File: src/rtl/dword_window_pkg.sv
`timescale 1ns/1ps
package dword_window_pkg;
  localparam int WIN_BYTES = 8;
  localparam int HDR0_POS  = 0;
  localparam int HDR1_POS  = 1;
  localparam int SEL_POS   = 2;
  localparam int STAT_POS  = 3;
  localparam int DATA_POS  = 4;
  localparam int LANES     = 4;

  typedef enum logic [1:0] {
    BK_RW    = 2'd0,
    BK_SPLIT = 2'd1,
    BK_CLR   = 2'd2,
    BK_RO    = 2'd3
  } byte_kind_e;

  function automatic byte_kind_e kind_of(int idx);
    return byte_kind_e'(2'(idx % 4));
  endfunction

  function automatic logic [7:0] wmask_of(int idx);
    case (kind_of(idx))
      BK_RW:    return 8'hFF;
      BK_SPLIT: return 8'h0F;
      default:  return 8'h00;
    endcase
  endfunction

  function automatic logic [7:0] w1c_of(int idx);
    case (kind_of(idx))
      BK_SPLIT: return 8'hF0;
      BK_CLR:   return 8'hFF;
      default:  return 8'h00;
    endcase
  endfunction

  function automatic logic [7:0] rst_of(int idx, logic [7:0] seed);
    return seed + 8'(idx * 29);
  endfunction

  function automatic logic [7:0] merge_byte(logic [7:0] old, logic [7:0] v,
                                            logic [7:0] wm, logic [7:0] wc);
    return ((old & ~wm) | (v & wm)) & ~(v & wc);
  endfunction

  function automatic logic lane_live(logic [2:0] addr, logic [2:0] size, int k);
    return (k < int'(size)) && (int'(addr) + k < WIN_BYTES);
  endfunction

  function automatic logic [31:0] init_dword(logic [7:0] seed, int nbytes);
    logic [31:0] v = '0;
    for (int k = 0; k < LANES; k++)
      if (k < nbytes) v[8*k +: 8] = rst_of(k, seed);
    return v;
  endfunction
endpackage

File: src/rtl/dword_window_regs.sv
`timescale 1ns/1ps
module dword_window_regs
  import dword_window_pkg::*;
#(
  parameter logic [7:0]  HDR_ID    = 8'h0C,
  parameter logic [7:0]  HDR_NEXT  = 8'h48,
  parameter logic [7:0]  STAT_VAL  = 8'h5A,
  parameter logic [31:0] DATA_INIT = 32'h0
) (
  input  logic        clk,
  input  logic        rst_n,
  input  logic [2:0]  addr,
  input  logic [2:0]  size,
  input  logic        we,
  input  logic        re,
  input  logic [31:0] wdata,
  input  logic        reload_go,
  input  logic [31:0] reload_data,
  output logic [7:0]  sel_q,
  output logic [31:0] data_q,
  output logic [31:0] rdata_q,
  output logic        hit_data
);
  localparam int WIN_BITS = WIN_BYTES * 8;

  logic [WIN_BYTES-1:0] win_we;
  logic [WIN_BITS-1:0]  win_wv;
  logic [WIN_BITS-1:0]  win_v;
  logic [31:0]          rd_v;

  // Byte enables and byte values per window position
  always_comb begin
    win_we = '0;
    win_wv = '0;
    for (int k = 0; k < LANES; k++) begin
      if (we && lane_live(addr, size, k)) begin
        win_we[int'(addr) + k]          = 1'b1;
        win_wv[8*(int'(addr) + k) +: 8] = wdata[8*k +: 8];
      end
    end
  end

  assign hit_data = |win_we[WIN_BYTES-1:DATA_POS];

  always_ff @(posedge clk or negedge rst_n) begin
    if (!rst_n) begin
      sel_q  <= 8'h00;
      data_q <= DATA_INIT;
    end else begin
      if (reload_go) data_q <= reload_data;
      if (win_we[SEL_POS]) sel_q <= win_wv[8*SEL_POS +: 8];
      for (int p = DATA_POS; p < WIN_BYTES; p++)
        if (win_we[p]) data_q[8*(p-DATA_POS) +: 8] <= win_wv[8*p +: 8];
    end
  end

  // Readable image of the window
  always_comb begin
    win_v = '0;
    win_v[8*HDR0_POS +: 8] = HDR_ID;
    win_v[8*HDR1_POS +: 8] = HDR_NEXT;
    win_v[8*SEL_POS  +: 8] = sel_q;
    win_v[8*STAT_POS +: 8] = STAT_VAL;
    win_v[8*DATA_POS +: 32] = data_q;
  end

  always_comb begin
    rd_v = '0;
    for (int k = 0; k < LANES; k++)
      if (lane_live(addr, size, k))
        rd_v[8*k +: 8] = win_v[8*(int'(addr) + k) +: 8];
  end

  always_ff @(posedge clk or negedge rst_n) begin
    if (!rst_n)  rdata_q <= '0;
    else if (re) rdata_q <= rd_v;
  end
endmodule

File: src/rtl/dword_window_seq.sv
`timescale 1ns/1ps
module dword_window_seq (
  input  logic clk,
  input  logic rst_n,
  input  logic we,
  input  logic hit_data,
  output logic fwd_go,
  output logic reload_go
);
  logic s1_q, s1_fwd_q, s2_q;

  always_ff @(posedge clk or negedge rst_n) begin
    if (!rst_n) begin
      s1_q     <= 1'b0;
      s1_fwd_q <= 1'b0;
      s2_q     <= 1'b0;
    end else begin
      s1_q     <= we;
      s1_fwd_q <= we && hit_data;
      s2_q     <= s1_q;
    end
  end

  // Stage 1 commits the file write, stage 2 refreshes the data field
  assign fwd_go    = s1_q && s1_fwd_q;
  assign reload_go = s2_q;
endmodule

File: src/rtl/dword_window_file.sv
`timescale 1ns/1ps
module dword_window_file
  import dword_window_pkg::*;
#(
  parameter int         FILE_BYTES = 38,
  parameter int         CMD_OFS    = 20,
  parameter logic [7:0] RST_SEED   = 8'h11
) (
  input  logic        clk,
  input  logic        rst_n,
  input  logic        fwd_go,
  input  logic [7:0]  sel,
  input  logic [31:0] wr_data,
  output logic [31:0] reload_data,
  output logic        cmd_fire,
  output logic [7:0]  cmd_byte
);
  logic [7:0] bytes_q [FILE_BYTES];

  // Masked forwarded write; bytes past the end have no storage
  always_ff @(posedge clk or negedge rst_n) begin
    if (!rst_n) begin
      for (int i = 0; i < FILE_BYTES; i++) bytes_q[i] <= rst_of(i, RST_SEED);
    end else if (fwd_go) begin
      for (int i = 0; i < FILE_BYTES; i++)
        if (i / 4 == int'(sel))
          bytes_q[i] <= merge_byte(bytes_q[i], wr_data[8*(i%4) +: 8],
                                   wmask_of(i), w1c_of(i));
    end
  end

  // Refresh path; absent bytes read as zero
  always_comb begin
    reload_data = '0;
    for (int i = 0; i < FILE_BYTES; i++)
      if (i / 4 == int'(sel)) reload_data[8*(i%4) +: 8] = bytes_q[i];
  end

  generate
    if (CMD_OFS >= 0 && CMD_OFS < FILE_BYTES) begin : g_cmd
      logic       fire_q;
      logic [7:0] byte_q;
      logic       cmd_hit;
      assign cmd_hit = fwd_go && (CMD_OFS / 4 == int'(sel));
      always_ff @(posedge clk or negedge rst_n) begin
        if (!rst_n) begin
          fire_q <= 1'b0;
          byte_q <= 8'h00;
        end else begin
          fire_q <= cmd_hit;
          if (cmd_hit)
            byte_q <= merge_byte(bytes_q[CMD_OFS], wr_data[8*(CMD_OFS%4) +: 8],
                                 wmask_of(CMD_OFS), w1c_of(CMD_OFS));
        end
      end
      assign cmd_fire = fire_q;
      assign cmd_byte = byte_q;
    end else begin : g_nocmd
      assign cmd_fire = 1'b0;
      assign cmd_byte = 8'h00;
    end
  endgenerate
endmodule

File: src/rtl/dword_window.sv
`timescale 1ns/1ps
module dword_window
  import dword_window_pkg::*;
#(
  parameter int         FILE_BYTES = 38,
  parameter int         CMD_OFS    = 20,
  parameter logic [7:0] RST_SEED   = 8'h11,
  parameter logic [7:0] HDR_ID     = 8'h0C,
  parameter logic [7:0] HDR_NEXT   = 8'h48,
  parameter logic [7:0] STAT_VAL   = 8'h5A
) (
  input  logic        clk,
  input  logic        rst_n,
  input  logic [2:0]  cfg_addr,
  input  logic [2:0]  cfg_size,
  input  logic        cfg_we,
  input  logic        cfg_re,
  input  logic [31:0] cfg_wdata,
  output logic [31:0] cfg_rdata,
  output logic        cmd_fire,
  output logic [7:0]  cmd_byte
);
  localparam logic [31:0] DATA_INIT = init_dword(RST_SEED, FILE_BYTES);

  logic [7:0]  sel_q;
  logic [31:0] data_q;
  logic [31:0] reload_data;
  logic        hit_data;
  logic        fwd_go;
  logic        reload_go;

  dword_window_regs #(
    .HDR_ID(HDR_ID), .HDR_NEXT(HDR_NEXT), .STAT_VAL(STAT_VAL), .DATA_INIT(DATA_INIT)
  ) u_regs (
    .clk(clk), .rst_n(rst_n),
    .addr(cfg_addr), .size(cfg_size), .we(cfg_we), .re(cfg_re), .wdata(cfg_wdata),
    .reload_go(reload_go), .reload_data(reload_data),
    .sel_q(sel_q), .data_q(data_q), .rdata_q(cfg_rdata), .hit_data(hit_data)
  );

  dword_window_seq u_seq (
    .clk(clk), .rst_n(rst_n), .we(cfg_we), .hit_data(hit_data),
    .fwd_go(fwd_go), .reload_go(reload_go)
  );

  dword_window_file #(
    .FILE_BYTES(FILE_BYTES), .CMD_OFS(CMD_OFS), .RST_SEED(RST_SEED)
  ) u_file (
    .clk(clk), .rst_n(rst_n), .fwd_go(fwd_go), .sel(sel_q), .wr_data(data_q),
    .reload_data(reload_data), .cmd_fire(cmd_fire), .cmd_byte(cmd_byte)
  );
endmodule

File: config.mk
export PLATFORM = sky130hd
export DESIGN_NAME = dword_window
export DESIGN_NICKNAME = d
export VERILOG_FILES = /design/src/rtl/dword_window_pkg.sv /design/src/rtl/dword_window_regs.sv /design/src/rtl/dword_window_seq.sv /design/src/rtl/dword_window_file.sv /design/src/rtl/dword_window.sv
export SDC_FILE = /design/constraint.sdc
export NUM_CORES = 1
export LEC_CHECK = 0
export BUFFER_PORTS_ARGS = -buffer_cell sky130_fd_sc_hd__buf_2
export CAP_MARGIN = 10
export CORE_ASPECT_RATIO = 0.75
export CORE_MARGIN = 2
export CORE_UTILIZATION = 49
export DETAILED_ROUTE_END_ITERATION = 7
export GPL_TIMING_DRIVEN = 0
export PLACE_DENSITY = 0.74
export SETUP_SLACK_MARGIN = 0.15
export SLEW_MARGIN = 25
export SYNTH_ARGS = -nofsm -noshare
export SYNTH_HDL_FRONTEND = slang
export SYNTH_HIERARCHICAL = 1
export SYNTH_SLANG_ARGS = --single-unit
File: constraint.sdc
create_clock -name clk -period 2.3 [get_ports clk]
set_input_delay 0.345 -clock clk [delete_from_list [all_inputs] [get_ports clk]]
set_output_delay 0.345 -clock clk [all_outputs]
set_load 0.1 [all_outputs]
==> flow_summary.toml, run 1 <==
[synth]
number_of_register_bits_inferred_by_synthesis = 312
synthCells = 1579
synth-edff-count = 0
dominantRegCellSynth = "sky130_fd_sc_hd__dfrtp_1"
syn_avg_cell_area_um2 = 10.85
yosys.area.top_type_share_pct = 25.71
post_synth_instance_area_um2 = 17130
ys_warn_count = 6
synth.top_cells.by_area = "sky130_fd_sc_hd__dfrtp_1, sky130_fd_sc_hd__dfstp_2, sky130_fd_sc_hd__mux2_2"
synthDistinctLibCells = 87
ys_seq_area_share_pct = 46.57
synth-async-reset-ratio_pct = 100.0
synth_top_cell_by_area = "sky130_fd_sc_hd__dfrtp_1"

[global_routing]
total_routing_resource_utilization_after_global_routing_pct = 35.00
number_of_antenna_violations_at_the_first_check_in_global_routing = 2
grt_max_degree = 97
total_congestion_overflow_after_global_routing = 0
first_global_vias = 15095
grt_first_pass_wirelength_mm = 96.03

[finish]
finalInstanceArea_um2 = 23040
final_layout_size_suffix_gt1_share_pct = 47.33
final_net_count = 1900
final_core_util_pct = 66.68
layout.cells.most_common_list = "sky130_fd_sc_hd__dfrtp_1, sky130_fd_sc_hd__dfstp_2, sky130_fd_sc_hd__mux2_2"
final_common_cell = "sky130_fd_sc_hd__dfrtp_1"
flow.area_growth_from_synthesis_pct = 34.47

[hold_path]
hold_class = "in2reg"

[floorplan]
design.die.area_um2 = 36490
top_level_ports = 83
coreArea_um2 = 34550
chipHeight_um = 165.9
row_count = 59
floorplan.die.width_um = 219.9
effective_utilization_at_floorplan_pct = 49.58

[clocking]
numCtsBuffers = 31
clock_insertion_delay_worst_skew_ns = 0.60
clk_pin_slew_ns = 0.07
htree_levels = 1
max-clock-path-buffers = 3
tritoncts = "done"
root_buffer = "sky130_fd_sc_hd__clkbuf_16"
clock_sink_count = 312

[route]
vias_post_dr = 15792
drt-initial-drc-count = 2395
routed_wl_mm = 69.25
final_antenna_net_count = 0
drt_pass1_iterations = 6
post-route-drc-count = 0
number_of_vias_per_cell = 6.784
per_cell_routed_wire_length_um = 29.75

[sta]
tightestPinTransition_ns = 0.9601
timing.max_slew.rel_slack_pct = 35.99
clock_skew_ns = 0.03411
period_share_pct = 120.8
hold_viol_final = 0
maxClockFrequency_mhz = 360.0
finalWorstPathRequiredPeriod_ns = 2.777
drv_slew = 0
endpoints_failing_setup = 138
rsz0062_at_grt = "yes"
finalWorstSetupSlack_ns = -0.4774

[power_and_ir_drop]
power.density_nw_per_um2 = 683.2
total_leakage_power_nw = 9.429
vdd.ir_drop.worst_mv = 0.6065

[placement]
port_buffers = 81
hpwl_mm = 42.14
finalWeightedCongestion = 0.9750
dpl-instance-area_um2 = 18680

[setup_path]
crit_required_ns = 2.82
r2r_end = "u_regs/data_q[1]$_DFFE_PN0P_"
rr_worst_depth = 10
critical_path.endpoint = "u_regs/data_q[1]$_DFFE_PN0P_"
setup.worst_path.start = "u_regs/sel_q[5]$_DFFE_PN0P_"
critPathMaxFanout = 5
setup.reg_to_reg.worst_slack_ns = -0.48
regToRegStartpoint = "u_regs/sel_q[5]$_DFFE_PN0P_"
setup.worst_path.class = "reg2reg"
endpoint_kind = "flip-flop"
data_arrival_at_the_endpoint_of_the_critical_path_ns = 3.30
critPathLaunchType = "flip-flop"

[outcome]
failing_checks = "setup timing"
status = "complete, but fails checks"

[flow_run]
max_cap_violations = 0
==> how the worst min path moves through the flow <==
stage	from	slack [ns]	to	depth (start not counted)
final	cfg_we	0.04	u_seq/s1_fwd_q$_DFF_PN0_	2
after global routing	cfg_we	0.03	u_seq/s1_fwd_q$_DFF_PN0_	2
after CTS	cfg_we	0.03	u_seq/s1_fwd_q$_DFF_PN0_	2
after detailed placement	rst_n	0.30	u_file/bytes_q[297]$_DFFE_PN0P_	1
after global placement	u_seq/s1_q$_DFF_PN0_	0.35	u_seq/reload_go$_DFF_PN0_	0
after floorplan	rst_n	0.05	u_file/bytes_q[0]$_DFFE_PN0P_	0
==> cell families after synthesis <==
group	Yosys count	synth area share, %
muxes	231	15.93
and+or+nand+nor	295	8.999
buffers and inverters	181	4.638
other	1	0.02189
DFF	312	46.57
AOI/OAI and AO/OA	537	22.38
xor gates and xnor gates	8	0.4529
adders and majority gates	14	1.008
==> flip-flops by register name (all words and copies together) (netlist names) <==
| signal | flops |
|---|---|
| u_file/cmd_byte | 5 |
| u_seq/s1_q | 1 |
| u_seq/s1_fwd_q | 1 |
| u_file/cmd_fire | 1 |
| u_regs/data_q | 32 |
| u_seq/reload_go | 1 |
| u_file/bytes_q | 231 |
| u_regs/rdata_q | 32 |
| u_regs/sel_q | 8 |
==> final cells by class <==
class,count,area (µm²)
antenna,1,2.502
buffer,124,1211
clock buffer,50,937.1
clock inverter,8,121.4
fill,2482,11510
inverter,54,236.5
multi-input combinational,1087,9849
sequential,312,7988
tap,457,571.8
timing repair buffer,235,2118
==> power by group <==
part / internal (W) / switching, W / leakage [nW]
sequential: 0.00589 / 0.000468 / 3.81
clock: 0.00311 / 0.00221 / 0.517
combinational: 0.00166 / 0.00241 / 5.10
total: 0.0107 / 0.00508 / 9.43
==> per-stage QoR <==
stage | std cells | setup WS [ns] | hold WS, ns | power (W) | setup TNS, ns
floorplan | 1580 | -0.2018 | 0.04941 | 0.008125 | -3.291
global placement | 2118 | -4.740 | 0.3515 | 0.009133 | -1304.10
CTS | 2264 | -0.3611 | 0.02954 | 0.01519 | -13.22
detailed placement | 2121 | -1.291 | 0.2958 | 0.009208 | -102.38
global route | 2327 | -0.4968 | 0.03441 | 0.01616 | -20.26
finish | 2328 | -0.4774 | 0.03958 | 0.01574 | -18.45
==> synth_stat cells (9+ instances only) <==
cell / instances
sky130_fd_sc_hd__nand3_1: 18
sky130_fd_sc_hd__inv_1: 53
sky130_fd_sc_hd__nor2b_1: 25
sky130_fd_sc_hd__a211oi_1: 24
sky130_fd_sc_hd__o31ai_1: 17
sky130_fd_sc_hd__a2bb2oi_1: 24
sky130_fd_sc_hd__o32ai_1: 19
sky130_fd_sc_hd__dfstp_2: 136
sky130_fd_sc_hd__buf_4: 16
sky130_fd_sc_hd__mux2_2: 145
sky130_fd_sc_hd__nand2b_1: 9
sky130_fd_sc_hd__nand2_1: 74
sky130_fd_sc_hd__a221o_1: 19
sky130_fd_sc_hd__clkbuf_1: 64
sky130_fd_sc_hd__buf_1: 18
sky130_fd_sc_hd__a221oi_1: 41
sky130_fd_sc_hd__dfrtp_1: 176
sky130_fd_sc_hd__nor3_1: 13
sky130_fd_sc_hd__a21boi_0: 111
sky130_fd_sc_hd__a31oi_1: 14
sky130_fd_sc_hd__o22ai_1: 27
sky130_fd_sc_hd__mux4_2: 18
sky130_fd_sc_hd__o21ai_0: 35
sky130_fd_sc_hd__and3_1: 11
sky130_fd_sc_hd__mux2i_1: 60
sky130_fd_sc_hd__buf_2: 24
sky130_fd_sc_hd__nor2_1: 93
sky130_fd_sc_hd__ha_1: 13
sky130_fd_sc_hd__a21oi_1: 130
sky130_fd_sc_hd__a22oi_1: 26
==> per-layer routing <==
metal,wire (µm),track usage [%]
met1,27770,52.19
met3,9787,11.74
met4,2946,11.44
met2,28710,47.50
met5,36,0
==> what timing repair did <==
action | 4_1_cts | 5_1_grt
endpoints found under the hold margin | 44 | 0
pin swaps | 62 | 69
gates cloned | 9 | 7
setup endpoints to repair | 274 | 235
hold buffers | 2 | 0
resized for setup | 325 | 148
buffers inserted | 77 | 57
==> worst max-delay path: stages (launching register included) <==
cell                        delay (ns)
sky130_fd_sc_hd__dfrtp_2          0.40
sky130_fd_sc_hd__or4_4            0.55
sky130_fd_sc_hd__or3_4            0.40
sky130_fd_sc_hd__clkinv_8         0.08
sky130_fd_sc_hd__buf_8            0.11
sky130_fd_sc_hd__buf_12           0.14
sky130_fd_sc_hd__a2bb2oi_4        0.07
sky130_fd_sc_hd__o32ai_4          0.38
sky130_fd_sc_hd__mux2i_1          0.18
sky130_fd_sc_hd__nor2_1           0.23
sky130_fd_sc_hd__a221o_1          0.16
No activity file was read; power rests on OpenSTA's default activity.
==> inputs of run 2 (changes only) <==
- SKIP_CTS_REPAIR_TIMING: not set -> 1
==> flow_summary.toml, run 2 (synthesized netlist as in run 1, its figures left out) <==
[route]
drt-initial-drc-count = 2117
final_antenna_net_count = 0
per_cell_routed_wire_length_um = 28.05
vias_post_dr = 15503
drt_pass1_iterations = 6
post-route-drc-count = 0
routed_wl_mm = 64.95
number_of_vias_per_cell = 6.697

[setup_path]
crit_required_ns = 2.82
critPathLaunchType = "flip-flop"
cell_count_along_the_critical_path = 10
critPathTopFamily = "simple AND/OR/NAND/NOR gates"
critPathSlowestCell = "sky130_fd_sc_hd__or4_4"
series_of_cell_instances_along_the_critical_path = "or4_4 -> or3_4 -> clkinv_8 -> buf_12 -> buf_8 -> a2bb2oi_2 -> o32ai_4 -> mux2i_1 -> nor2_1 -> a221o_1"
timing.critical_path.slowest_cell_delay_ns = 0.58
setup.worst_path.class = "reg2reg"
endpoint_kind = "flip-flop"
data_arrival_at_the_endpoint_of_the_critical_path_ns = 3.39
rr_worst_depth = 10
path_buf_inv = 3
critPathMaxFanout = 6

[sta]
finalWorstSetupSlack_ns = -0.5761
clock_skew_ns = 0.03611
rsz0062_at_grt = "yes"
endpoints_failing_setup = 126
hold_viol_final = 0
timing.max_slew.rel_slack_pct = 43.88
tightestPinTransition_ns = 0.8368
drv_slew = 0
maxClockFrequency_mhz = 347.7
finalWorstPathRequiredPeriod_ns = 2.876
period_share_pct = 125.0
timing.setup.tns_ns = -32.68

[floorplan]
effective_utilization_at_floorplan_pct = 49.58
top_level_ports = 83
chipHeight_um = 165.9
design.die.area_um2 = 36490
floorplan.die.width_um = 219.9
row_count = 59
coreArea_um2 = 34550

[clocking]
numCtsBuffers = 31
tritoncts = "done"
clock_insertion_delay_worst_skew_ns = 0.59
max-clock-path-buffers = 3
clock_sink_count = 312
root_buffer = "sky130_fd_sc_hd__clkbuf_16"
clk_pin_slew_ns = 0.06
htree_levels = 1

[finish]
largest_reg_flops = 231
final_net_count = 1888
largest_register_by_flop_count = "u_file/bytes_q"
n_antenna_cell = 0
flow.area_growth_from_synthesis_pct = 31.68
fill_cells = 2558
biggestRegsByFlops = "u_file/bytes_q: 231 flops, u_regs/data_q: 32 flops, u_regs/rdata_q: 32 flops"
layout.cells.most_common_list = "sky130_fd_sc_hd__dfrtp_1, sky130_fd_sc_hd__dfstp_2, sky130_fd_sc_hd__mux2_2"
final_core_util_pct = 65.29
final_layout_size_suffix_gt1_share_pct = 46.50
final_common_cell = "sky130_fd_sc_hd__dfrtp_1"

[power_and_ir_drop]
power.density_nw_per_um2 = 679.2
total_leakage_power_nw = 9.295
vdd.ir_drop.worst_mv = 0.6088

[hold_path]
count_of_cells_along_the_worst_hold_path = 2
hold_class = "in2reg"

[global_routing]
total_congestion_overflow_after_global_routing = 0
number_of_antenna_violations_at_the_first_check_in_global_routing = 0
grt_first_pass_wirelength_mm = 87.98
first_global_vias = 14086
grt_max_degree = 97
total_routing_resource_utilization_after_global_routing_pct = 31.86

[outcome]
status = "complete, but fails checks"
failing_checks = "setup timing"

[placement]
finalWeightedCongestion = 0.9750
hpwl_mm = 42.14
place_ws_ns = -1.291
port_buffers = 81

[flow_run]
max_cap_violations = 0
run 2: changes by cell type in the layout (fill, tap and decap cells not counted), moves of 8 or more:
cell                        previous run  this run
sky130_fd_sc_hd__clkbuf_8             20         9
sky130_fd_sc_hd__buf_6                40        31
sky130_fd_sc_hd__a2bb2oi_1             7        15
sky130_fd_sc_hd__buf_12               22        32
sky130_fd_sc_hd__mux2_4               35        25
sky130_fd_sc_hd__a2bb2oi_4            11         2
sky130_fd_sc_hd__a21boi_2              4        12
sky130_fd_sc_hd__mux2_2              118       128
sky130_fd_sc_hd__a21boi_1             28        14
run 2: final cells by class:
class	instances	area, µm²	share of cell area (%)
multi-input cells	1087	9570	42.43
flip-flops and latches	312	7988	35.41
repair buffers	221	1977	8.764
plain buffers	125	1141	5.059
clock buffers	50	937.1	4.155
well taps	457	571.8	2.535
inverters	54	234.0	1.037
clock inverters	8	121.4	0.5381
repair inverters	1	16.27	0.07211
run 2: worst paths after layout:
kind,end,startpoint,slack (ns)
max,u_regs/data_q[0]$_DFFE_PN1P_,u_regs/sel_q[4]$_DFFE_PN0P_,-0.58
min,u_seq/s1_fwd_q$_DFF_PN0_,cfg_we,0.08
max reg2reg,u_regs/data_q[0]$_DFFE_PN1P_,u_regs/sel_q[4]$_DFFE_PN0P_,-0.58
min reg2reg,u_seq/reload_go$_DFF_PN0_,u_seq/s1_q$_DFF_PN0_,0.38
max in group asynchronous,u_regs/data_q[29]$_DFFE_PN1P_,rst_n,0.76
min in group asynchronous,u_file/bytes_q[297]$_DFFE_PN0P_,rst_n,0.27
run 2: where the power goes:
| group | internal (W) | total [W] | switching [W] |
|---|---|---|---|
| logic | 0.00146 | 0.00369 | 0.00223 |
| clock network | 0.00311 | 0.00528 | 0.00217 |
| registers | 0.00589 | 0.00635 | 0.000458 |
| total | 0.0105 | 0.0153 | 0.00486 |
run 2: per-layer routing:
| metal | share of wire [%] | track usage, % | wire length, µm |
|---|---|---|---|
| met1 | 41 | 50.63 | 26880 |
| met2 | 42 | 41.80 | 27260 |
| met3 | 13 | 8.462 | 8729 |
| met4 | 3.2 | 9.454 | 2074 |
| met5 | 0 | 0 | 0 |
run 2: per-stage QoR:
step | instances | total power [W] | hold slack, ns | area, µm²
after floorplan | 1580 | 0.008125 | 0.04941 | 17610
after global placement | 2118 | 0.009133 | 0.3515 | 18590
after detailed placement | 2121 | 0.009208 | 0.2958 | 18680
after CTS | 2179 | 0.01445 | -0.3223 | 19740
after global routing | 2315 | 0.01579 | 0.05006 | 22560
final | 2315 | 0.01532 | 0.08430 | 22560
==> inputs of run 3 (changes only) <==
- clock period: 2.3 -> 2.5 ns (I/O delays scaled with it)
==> flow_summary.toml, run 3 (synthesized netlist as in run 1, its figures left out) <==
[sta]
endpoints_failing_setup = 37
period_share_pct = 108.6
maxClockFrequency_mhz = 368.5
final_layout_worst_hold_slack_ns = 0.02054
drv_slew = 0
finalWorstPathRequiredPeriod_ns = 2.714
tightestPinTransition_ns = 0.8665
rsz0062_at_grt = "yes"
timing.max_slew.rel_slack_pct = 41.98
hold_viol_final = 0
clock_skew_ns = 0.02561
finalWorstSetupSlack_ns = -0.2140

[finish]
final_net_count = 1872
largest_reg_flops = 231
largest_register_by_flop_count = "u_file/bytes_q"
biggestRegsByFlops = "u_file/bytes_q: 231 flops, u_regs/data_q: 32 flops, u_regs/rdata_q: 32 flops"
flow.area_growth_from_synthesis_pct = 28.63
layout.cells.most_common_list = "sky130_fd_sc_hd__dfrtp_1, sky130_fd_sc_hd__mux2_2, sky130_fd_sc_hd__dfstp_2"
n_antenna_cell = 0
final_common_cell = "sky130_fd_sc_hd__dfrtp_1"
final_layout_size_suffix_gt1_share_pct = 44.49
final_core_util_pct = 63.78

[setup_path]
timing.critical_path.slowest_cell_delay_ns = 0.56
critPathLaunchType = "flip-flop"
path_buf_inv = 3
endpoint_kind = "flip-flop"
crit_required_ns = 2.96
series_of_cell_instances_along_the_critical_path = "or4_4 -> or3_4 -> clkinv_8 -> buf_12 -> buf_12 -> a2bb2oi_1 -> o32ai_2 -> mux2i_1 -> nor2_1 -> a221o_1"
critPathMaxFanout = 7
data_arrival_at_the_endpoint_of_the_critical_path_ns = 3.17
critPathSlowestCell = "sky130_fd_sc_hd__or4_4"
cpMostUsedCell = "sky130_fd_sc_hd__buf_12"
setup.worst_path.class = "reg2reg"
critPathTopFamily = "simple AND/OR/NAND/NOR gates"

[power_and_ir_drop]
p_int_w = 0.009679
power.share.sequential_pct = 41.1
power_frac_comb_pct = 22.9
vdd.ir_drop.worst_mv = 0.4870
post-layout-total-power_w = 0.01419
pwr-share-clk_pct = 36.0
switching_share_pct = 31.77
power.density_nw_per_um2 = 643.8
switchingPower_w = 0.004507
total_leakage_power_nw = 9.078

[floorplan]
coreArea_um2 = 34550
chipHeight_um = 165.9
design.die.area_um2 = 36490
effective_utilization_at_floorplan_pct = 49.58
row_count = 59
floorplan.die.width_um = 219.9
top_level_ports = 83

[route]
final_antenna_net_count = 0
number_of_vias_per_cell = 6.641
drt-initial-drc-count = 2173
routed_wl_mm = 63.03
vias_post_dr = 15274
post-route-drc-count = 0
drt_pass1_iterations = 6
per_cell_routed_wire_length_um = 27.40

[global_routing]
grt_max_degree = 96
number_of_antenna_violations_at_the_first_check_in_global_routing = 1
first_global_vias = 14039
grt_first_pass_wirelength_mm = 88.66
total_routing_resource_utilization_after_global_routing_pct = 32.40
total_congestion_overflow_after_global_routing = 0

[clocking]
root_buffer = "sky130_fd_sc_hd__clkbuf_16"
clock_sink_count = 312
clock_insertion_delay_worst_skew_ns = 0.54
clk_pin_slew_ns = 0.06
htree_levels = 2
numCtsBuffers = 34
max-clock-path-buffers = 3
tritoncts = "done"

[flow_run]
max_cap_violations = 0

[hold_path]
hold_class = "in2reg"

[placement]
finalWeightedCongestion = 0.9725
hpwl_mm = 42.26
port_buffers = 81

[outcome]
failing_checks = "setup timing"
status = "complete, but fails checks"
run 3: cell count changes in the layout (fill, tap and decap cells not counted), moves of 5 or more:
| cell | previous run | this run |
|---|---|---|
| sky130_fd_sc_hd__a21boi_0 | 85 | 111 |
| sky130_fd_sc_hd__a21boi_2 | 12 | 0 |
| sky130_fd_sc_hd__mux2_2 | 128 | 142 |
| sky130_fd_sc_hd__mux2_1 | 0 | 8 |
| sky130_fd_sc_hd__mux2_4 | 25 | 3 |
| sky130_fd_sc_hd__buf_6 | 31 | 21 |
| sky130_fd_sc_hd__nand2_4 | 5 | 0 |
| sky130_fd_sc_hd__buf_4 | 109 | 116 |
| sky130_fd_sc_hd__buf_12 | 32 | 26 |
| sky130_fd_sc_hd__a21boi_1 | 14 | 0 |
run 3: path summary, 6_finish.rpt:
kind | from | to | slack (ns) | depth (start not counted)
max | u_regs/sel_q[7]$_DFFE_PN0P_ | u_regs/data_q[1]$_DFFE_PN0P_ | -0.21 | 10
min | cfg_we | u_seq/s1_q$_DFF_PN0_ | 0.02 | 1
max reg2reg | u_regs/sel_q[7]$_DFFE_PN0P_ | u_regs/data_q[1]$_DFFE_PN0P_ | -0.21 | 10
min reg2reg | u_seq/s1_q$_DFF_PN0_ | u_seq/reload_go$_DFF_PN0_ | 0.37 | 0
max in group asynchronous | rst_n | u_file/bytes_q[239]$_DFFE_PN1P_ | 0.94 | 4
min in group asynchronous | rst_n | u_regs/data_q[14]$_DFFE_PN0P_ | 0.34 | 2
run 3: final cells by class:
cell class,instances,area (µm²)
Fill cell,2625,12510
Multi-Input combinational cell,1087,9387
Sequential cell,312,7988
Timing Repair Buffer,202,1605
Buffer,125,1095
Clock buffer,54,1049
Tap cell,457,571.8
Inverter,54,236.5
Clock inverter,8,87.58
Timing Repair inverter,1,16.27
run 3: routing by layer:
layer | vias to the layer above | track usage (%) | share of wire, %
met5 | - | 0 | 0
li1 | 6379 | - | -
met1 | 7710 | 48.93 | 42
met2 | 1023 | 43.11 | 41
met4 | 0 | 8.054 | 3.0
met3 | 162 | 12.60 | 13
run 3: worst register-to-register path, cell delays in order, from the launching register on:
cell                        delay (ns)
sky130_fd_sc_hd__dfrtp_2          0.43
sky130_fd_sc_hd__or4_4            0.56
sky130_fd_sc_hd__or3_4            0.47
sky130_fd_sc_hd__clkinv_8         0.10
sky130_fd_sc_hd__buf_12           0.11
sky130_fd_sc_hd__buf_12           0.12
sky130_fd_sc_hd__a2bb2oi_1        0.10
sky130_fd_sc_hd__o32ai_2          0.33
sky130_fd_sc_hd__mux2i_1          0.17
sky130_fd_sc_hd__nor2_1           0.14
sky130_fd_sc_hd__a221o_1          0.12
run 3: power groups by stage:
stage          clock network (W)  logic (W)  registers, W
5_1_grt                  0.00535    0.00338       0.00586
3_3_place_gp                   0    0.00247       0.00587
4_1_cts                  0.00513    0.00253       0.00581
6_report                 0.00510    0.00325       0.00583
2_1_floorplan                  0    0.00139       0.00602
3_5_place_dp                   0    0.00252       0.00589
run 3: metrics by stage:
stage / setup WS [ns] / instances / area [µm²] / setup TNS, ns
after floorplan: -0.03339 / 1580 / 17450 / -0.06978
after global placement: -4.667 / 2118 / 18430 / -1256.47
after detailed placement: -1.093 / 2121 / 18530 / -84.50
after CTS: -1.124 / 2183 / 19660 / -74.74
after global routing: -0.2276 / 2300 / 22030 / -4.235
final: -0.2140 / 2300 / 22030 / -3.242
